===== config.mk =====
export PLATFORM = sky130hd
export DESIGN_NAME = qps_state_pulse_sel
export DESIGN_NICKNAME = d
export VERILOG_FILES = /design/src/rtl/qps_pkg.sv /design/src/rtl/qps_bit_gather.sv /design/src/rtl/qps_pulse_timer.sv /design/src/rtl/qps_onehot_dec.sv /design/src/rtl/qps_state_pulse_sel.sv
export SDC_FILE = /design/constraint.sdc
export NUM_CORES = 1
export LEC_CHECK = 0
export ABC_AREA = 1
export ABC_CLOCK_PERIOD_IN_PS = 2800
export BUFFER_PORTS_ARGS = -buffer_cell sky130_fd_sc_hd__buf_4
export CAP_MARGIN = 15
export CORE_AREA = 2 2 39 41
export CTS_CLUSTER_DIAMETER = 50
export DETAILED_ROUTE_END_ITERATION = 16
export DIE_AREA = 0 0 41 43
export HOLD_SLACK_MARGIN = 0.12
export MAX_ROUTING_LAYER = met4
export PLACE_DENSITY = 0.62
export RECOVER_POWER = 25
export SYNTH_ARGS = -nofsm -noshare
export SYNTH_HDL_FRONTEND = slang
export SYNTH_SLANG_ARGS = --single-unit

===== constraint.sdc =====
create_clock -name clk -period 2.8 [get_ports clk]
set_clock_uncertainty 0.2 [all_clocks]
set_input_delay 0.56 -clock clk [delete_from_list [all_inputs] [get_ports clk]]
set_output_delay 0.56 -clock clk [all_outputs]
set_load 0.1 [all_outputs]

===== src/rtl/qps_pkg.sv =====
package qps_pkg;
   localparam int QPS_NUM_STATES = 4;
   typedef enum logic [1:0] {
      ST_H = 2'd0,
      ST_V = 2'd1,
      ST_D = 2'd2,
      ST_A = 2'd3
   } pol_state_e;
endpackage


===== src/rtl/qps_bit_gather.sv =====
module qps_bit_gather #(
   parameter int SEL_W = 2
) (
   input  logic             clk,
   input  logic             rst_n,
   input  logic             bit_i,
   input  logic             bit_vld,
   input  logic             take,
   output logic [SEL_W-1:0] pair_o,
   output logic             full_o
);
   localparam int CW = $clog2(SEL_W + 1);

   logic [CW-1:0]    cnt_q;
   logic [SEL_W-1:0] bits_q;

   assign full_o = (cnt_q == CW'(SEL_W));
   assign pair_o = bits_q;

   always_ff @(posedge clk or negedge rst_n) begin
      if (!rst_n) begin
         cnt_q  <= '0;
         bits_q <= '0;
      end else if (take) begin
         bits_q <= '0;
         if (bit_vld) begin
            bits_q[0] <= bit_i;
            cnt_q     <= CW'(1);
         end else begin
            cnt_q <= '0;
         end
      end else if (bit_vld && !full_o) begin
         for (int i = 0; i < SEL_W; i++) begin
            if (cnt_q == CW'(i)) bits_q[i] <= bit_i;
         end
         cnt_q <= cnt_q + CW'(1);
      end
   end

   // only a complete pair may be taken
   p_take_full_r6: assert property (@(posedge clk) disable iff (!rst_n)
      take |-> full_o);
   // a taken pair is gone on the next cycle
   p_fresh_r7: assert property (@(posedge clk) disable iff (!rst_n)
      take |=> !full_o);
   // a waiting pair is untouched by further bits
   p_hold_r8: assert property (@(posedge clk) disable iff (!rst_n)
      (full_o && !take) |=> (full_o && $stable(bits_q)));
endmodule


===== src/rtl/qps_pulse_timer.sv =====
module qps_pulse_timer #(
   parameter int PULSE_W = 4,
   parameter int SEL_W   = 2
) (
   input  logic             clk,
   input  logic             rst_n,
   input  logic             start,
   input  logic [SEL_W-1:0] sel_i,
   output logic             active_o,
   output logic [SEL_W-1:0] sel_o
);
   localparam int TW = (PULSE_W > 1) ? $clog2(PULSE_W) : 1;

   logic [TW-1:0]    left_q;
   logic             active_q;
   logic [SEL_W-1:0] sel_q;

   assign active_o = active_q;
   assign sel_o    = sel_q;

   always_ff @(posedge clk or negedge rst_n) begin
      if (!rst_n) begin
         active_q <= 1'b0;
         left_q   <= '0;
         sel_q    <= '0;
      end else if (start && !active_q) begin
         active_q <= 1'b1;
         left_q   <= TW'(PULSE_W - 1);
         sel_q    <= sel_i;
      end else if (active_q) begin
         if (left_q == '0) active_q <= 1'b0;
         else              left_q   <= left_q - TW'(1);
      end
   end

   // a pulse begins only from a start request
   p_start_r4: assert property (@(posedge clk) disable iff (!rst_n)
      $rose(active_q) |-> $past(start));
   // a pulse with cycles remaining stays high
   p_width_r4: assert property (@(posedge clk) disable iff (!rst_n)
      (active_q && left_q != '0) |=> active_q);
   // the selection cannot change inside a pulse
   p_sel_stable_r9: assert property (@(posedge clk) disable iff (!rst_n)
      active_q |=> (!active_q || $stable(sel_q)));
endmodule


===== src/rtl/qps_onehot_dec.sv =====
module qps_onehot_dec
   import qps_pkg::*;
#(
   parameter int SEL_W = 2,
   parameter int N_OUT = 4
) (
   input  logic             en,
   input  logic [SEL_W-1:0] sel,
   output logic [N_OUT-1:0] lines
);
   generate
      if (SEL_W == 2 && N_OUT == QPS_NUM_STATES) begin : g_named
         always_comb begin
            lines = '0;
            if (en) begin
               case (pol_state_e'(sel))
                  ST_H:    lines[0] = 1'b1;
                  ST_V:    lines[1] = 1'b1;
                  ST_D:    lines[2] = 1'b1;
                  default: lines[3] = 1'b1;
               endcase
            end
         end
      end else begin : g_shift
         always_comb begin
            lines = '0;
            for (int i = 0; i < N_OUT; i++) begin
               if (en && sel == SEL_W'(i)) lines[i] = 1'b1;
            end
         end
      end
   endgenerate
endmodule


===== src/rtl/qps_state_pulse_sel.sv =====
module qps_state_pulse_sel #(
   parameter int SEL_W       = 2,
   parameter int PULSE_W     = 4,
   parameter int SLOT_PERIOD = 16
) (
   input  logic                  clk,
   input  logic                  rst_n,
   input  logic                  rnd_bit,
   input  logic                  rnd_vld,
   input  logic                  slot_en,
   output logic [(1<<SEL_W)-1:0] state_pulse_o,
   output logic                  ref_pulse_o,
   output logic                  data_pulse_o
);
   localparam int N_OUT = 1 << SEL_W;

   generate
      if (SEL_W < 1) begin : g_bad_sel
         $error("SEL_W must be at least 1");
      end
      if (PULSE_W < 1 || PULSE_W >= SLOT_PERIOD) begin : g_bad_width
         $error("PULSE_W must lie in 1 .. SLOT_PERIOD-1");
      end
   endgenerate

   logic             pair_full;
   logic [SEL_W-1:0] pair;
   logic             take;
   logic             active;
   logic [SEL_W-1:0] sel_q;

   assign take = slot_en && pair_full && !active;

   qps_bit_gather #(.SEL_W(SEL_W)) u_gather (
      .clk    (clk),
      .rst_n  (rst_n),
      .bit_i  (rnd_bit),
      .bit_vld(rnd_vld),
      .take   (take),
      .pair_o (pair),
      .full_o (pair_full)
   );

   qps_pulse_timer #(.PULSE_W(PULSE_W), .SEL_W(SEL_W)) u_timer (
      .clk     (clk),
      .rst_n   (rst_n),
      .start   (take),
      .sel_i   (pair),
      .active_o(active),
      .sel_o   (sel_q)
   );

   qps_onehot_dec #(.SEL_W(SEL_W), .N_OUT(N_OUT)) u_dec (
      .en   (active),
      .sel  (sel_q),
      .lines(state_pulse_o)
   );

   assign ref_pulse_o  = active;
   assign data_pulse_o = active && sel_q[0];

   // outputs quiet while reset is held
   always @(posedge clk) begin
      if (!rst_n) begin
         p_reset_quiet_r1: assert (state_pulse_o == '0 && !ref_pulse_o && !data_pulse_o);
      end
   end
   // never more than one emitter line
   p_onehot_r3: assert property (@(posedge clk) disable iff (!rst_n)
      $onehot0(state_pulse_o));
   // exactly one line with every reference pulse
   p_exact_r3: assert property (@(posedge clk) disable iff (!rst_n)
      ref_pulse_o |-> ($countones(state_pulse_o) == 1));
   // data pulse never without reference pulse
   p_data_ref_r5: assert property (@(posedge clk) disable iff (!rst_n)
      data_pulse_o |-> ref_pulse_o);
   // a rising reference pulse follows a slot with a full pair
   p_skip_r6: assert property (@(posedge clk) disable iff (!rst_n)
      $rose(ref_pulse_o) |-> ($past(slot_en) && $past(pair_full)));
endmodule


# Word-level counts from Yosys, hierarchy flattened
# Index checks and enable logic that the tools add are counted.
# op_classes
addsub	2
eq_ne	5
n_mux	19
reduce_logical	18
# op_table
operator	n
two-way mux 2 bit	7
two-way mux 1 bit	11
nonzero test 2 bit	4
zero test 2 bit	3
AND reduction 2 bit	3
logical AND 1 bit	5
equality test 2 x 1 -> 1 bit (second input constant)	2
equality test 2 bit (second input constant)	2
two-way mux 4 bit	1
OR reduction 3 bit	1
adder 2 x 1 -> 2 bit (second input constant)	1
zero test 1 bit	2
inequality test 2 x 1 -> 1 bit (second input constant)	1
subtractor 2 x 1 -> 2 bit (second input constant)	1
# totals
regBits	9
output_inout_bits	6
word_cells	50

# Depth between registers and ports, before layout
# logic_depth
ltp_word	6
depth_mapped	7
depth_no_buf	7

# Modules after synthesis
# From an unflattened synthesis, not the netlist that was laid out.
# unflattened
cells_unflattened	72
area_unflattened_um2	520.5
# modules_own_cells
module	n_inst	cells_each	area_per_inst_um2
qps_bit_gather	1	34	254.0
qps_pulse_timer	1	26	221.5
qps_onehot_dec	1	8	30.0
qps_state_pulse_sel	1	4	15.0

# Worst setup path before layout
# Ideal clock, no wire load.
# synth_timing
path_kind	reg-to-output
start	reg u_timer.active_q (netlist: u_timer.active_o)
end	out state_pulse_o[2]
arrival_time_ns	3.189
path_slack_ns	-1.149
stages_incl_launch_ff	3
path_buffers	0
cell_sequence	dfrtp_1 > inv_2 > nor3_1
# synth_via
elab_chain_cells	1
# synth_lines
element	line_no	source
start, declared	qps_pulse_timer.sv:15	logic active_q;
start signal, assigned	qps_pulse_timer.sv:23	active_q <= 1'b0;
start signal, assigned	qps_pulse_timer.sv:27	active_q <= 1'b1;
start signal, assigned	qps_pulse_timer.sv:31	if (left_q == '0) active_q <= 1'b0;
two-way mux 4 bit	qps_onehot_dec.sv:15	if (en) begin
end, declared	qps_state_pulse_sel.sv:11	output logic [(1<<SEL_W)-1:0] state_pulse_o,
# Every way passes these cells.

# Final worst setup path
# Same ends and word-level chain as after synthesis.

==> impl_metrics.toml <==
[outcome]
outcome = "completed"

[critical_path]
r2r-end = "u_gather.cnt_q[1]"
cp-endpoint = "state_pulse_o[2]"
cp-startpoint = "u_timer.active_o"
criticalPathCategory = "flip-flop to output pin"
critPathMaxFanout = 6
cp-start-kind = "flip-flop"
r2r-start = "u_gather.cnt_q[0]"
cp_data_required_time_ns = 2.04
rrSetupSlack_ns = 1.32
worstSetupEndpointType = "output pin"
r2r_cells = 5
arrival_ns = 1.24

[pwr]
p_per_area_mw_per_mm2 = 1150
total_leakage_power_nw = 0.370
ir_worst_vdd_v = 0.000426

[final_layout]
stdcell_area_um2 = 638
area_growth_pct = 26.2
n_antenna_cell = 0
layout.cells.non_filler = 96
drive_gt1_share_pct = 21.3
final_nets = 90
nFillCells = 139

[detailed_routing]
drt-initial-drc-count = 9
wire_per_inst_um = 9.31
avgViaCountPerCell = 4.56
routed_wl_um = 894
drt.antenna.violating_nets = 0
drc = 0
vias = 438
first_pass_iters = 4

[worst_hold_path]
holdPathStages = 2
hp-class = "flip-flop to flip-flop"
hp-start = "u_timer.left_q[0]"

[clock_network]
path_clk_slew_ns = 0.06
cts_htree_levels = 1
cts-root-buf = "clkbuf_4"
clkSinkCount = 9
clockBufferDepth = 2
insertion_delay_ns = 0.26
hold_buffers = 1
cts_setup_buffers = 0
cts_buffers = 3
cts_tree = "built"
cts_resized = 0

[synthesis]
synth.net_count = 75
synth_cell_types = 13
yosysSeqAreaShare_pct = 44.6
synthDominantCellAreaShare_pct = 44.6
syn_avg_cell_area_um2 = 7.66
synth_seq_cells = 9
async_reset_ff_share_pct = 100
ys.flop_type = "dfrtp_1"
synth_edf_count = 0
synth_area_um2 = 505
ys_top_cells_by_count = "21 x nand2_1, 10 x inv_1, 9 x dfrtp_1"
yosysWarnings = 0
synth_area_leader_cell = "dfrtp_1"
synthTopCellsByArea = "dfrtp_1 45%, nand2_1 16%, ha_1 9.9%, inv_1 7.4%, nand3_1 6.9%"
yosysMostFrequentCell = "nand2_1"
synth_cells = 66

[global_routing]
gr-total-overflow = 0
grt_max_degree = 12
grt_pass1_wl_um = 1570
grt_pass1_vias = 378
track_usage_pct = 13.7
antenna_found_initial = 0

[placed_design]
place_inst = 91
globalplace.congestion = 0.841
port_buffers = 10
preCtsSetupSlack_ns = 1.07
dp_hpwl_um = 706
place_area_um2 = 606

[floorplan]
rows = 14
dieArea_mm2 = 0.00176
core_area_mm2 = 0.00138
chipWidth_um = 41
die_height_um = 43
start_util_pct = 36.5
io_pins = 11

[sta]
period_needed_ns = 2.00
fin_ws_ns = 0.800
fin_crit_sh_pct = 71.4
hold_viol = 0
rsz0062_at_grt = "false"
tightest_slew_ns = 0.504
slew_violations = 0
timing.fmax_mhz = 500
slew_headroom_pct = 66.4
setup_viol = 0

[flow_run]
drv_cap = 0
==> flip-flops by register name, summed over array words and instances (netlist names) <==
register	flops
u_timer.left_q	2
u_gather.pair_o	2
u_timer.active_o	1
u_gather.cnt_q	2
u_timer.sel_o	2
==> through the flow <==
stage | util, % | hold WS, ns | setup TNS, ns | total power [W]
2_1_floorplan | - | 0.0644 | -1.19 | 0.000565
3_3_place_gp | 43.8 | 0.190 | 0 | 0.000634
3_5_place_dp | 43.8 | 0.191 | 0 | 0.000638
4_1_cts | 46.4 | 0.285 | 0 | 0.000744
5_1_grt | 46.1 | 0.306 | 0 | 0.000802
6_report | 46.1 | 0.284 | 0 | 0.000734
==> metal layers <==
layer  routed length, µm  vias to the layer above  track usage, %
met1                 424                      195            17.1
li1                    -                      231               -
met3                  42                        2            3.14
met4                  10                        0            10.0
met5                   0                        -               -
met2                 416                       10            18.4
==> worst min path at each step <==
stage / end / slack, ns
after floorplan: u_gather.cnt_q[0] / 0.06
after global placement: u_timer.left_q[1] / 0.19
after detailed placement: u_timer.left_q[1] / 0.19
after CTS: u_timer.left_q[0] / 0.28
after global routing: u_timer.left_q[0] / 0.31
final: u_timer.left_q[0] / 0.28
==> cell usage in the layout, fill, tap and decap left out, drive strengths merged <==
cell type / instances
o21ai: 1
ha: 4
nand3: 8
nor2: 6
dlygate4sd3: 1
dfrtp: 9
clkbuf: 5
nor3: 2
nand2: 21
a21oi: 1
inv: 12
o211ai: 1
buf: 9
==> power breakdown <==
part	total, W	internal (W)	switching [W]
registers	0.000247	0.000193	0.0000533
logic	0.000387	0.000112	0.000276
clock network	0.0000996	0.0000549	0.0000447
==> worst max-delay path, cell delays in order, from the launching register on <==
cell and delay (ns):
dfrtp_1 0.44, inv_2 0.09, nor3_2 0.15, buf_4 0.30
==> final cells by class <==
type | count | area, µm² | area share, %
clock buffer | 4 | 26.3 | 4.12
sequential | 9 | 225 | 35.3
inverter | 12 | 45.0 | 7.06
timing repair buffer | 11 | 81.3 | 12.7
tap | 16 | 20.0 | 3.14
multi-input combinational | 44 | 240 | 37.6
==> kinds of logic (layout without fill, tap and decap cells) <==
| family | after synthesis | count (layout) | synth area share, % |
|---|---|---|---|
| AOI/OAI and AO/OA | 3 | 3 | 3.46 |
| adders and majority gates | 4 | 4 | 9.90 |
| buffers and inverters | 13 | 27 | 11.1 |
| DFF | 9 | 9 | 44.6 |
| and+or+nand+nor | 37 | 37 | 30.9 |
Note: power is estimated with default switching activity, not from simulation.
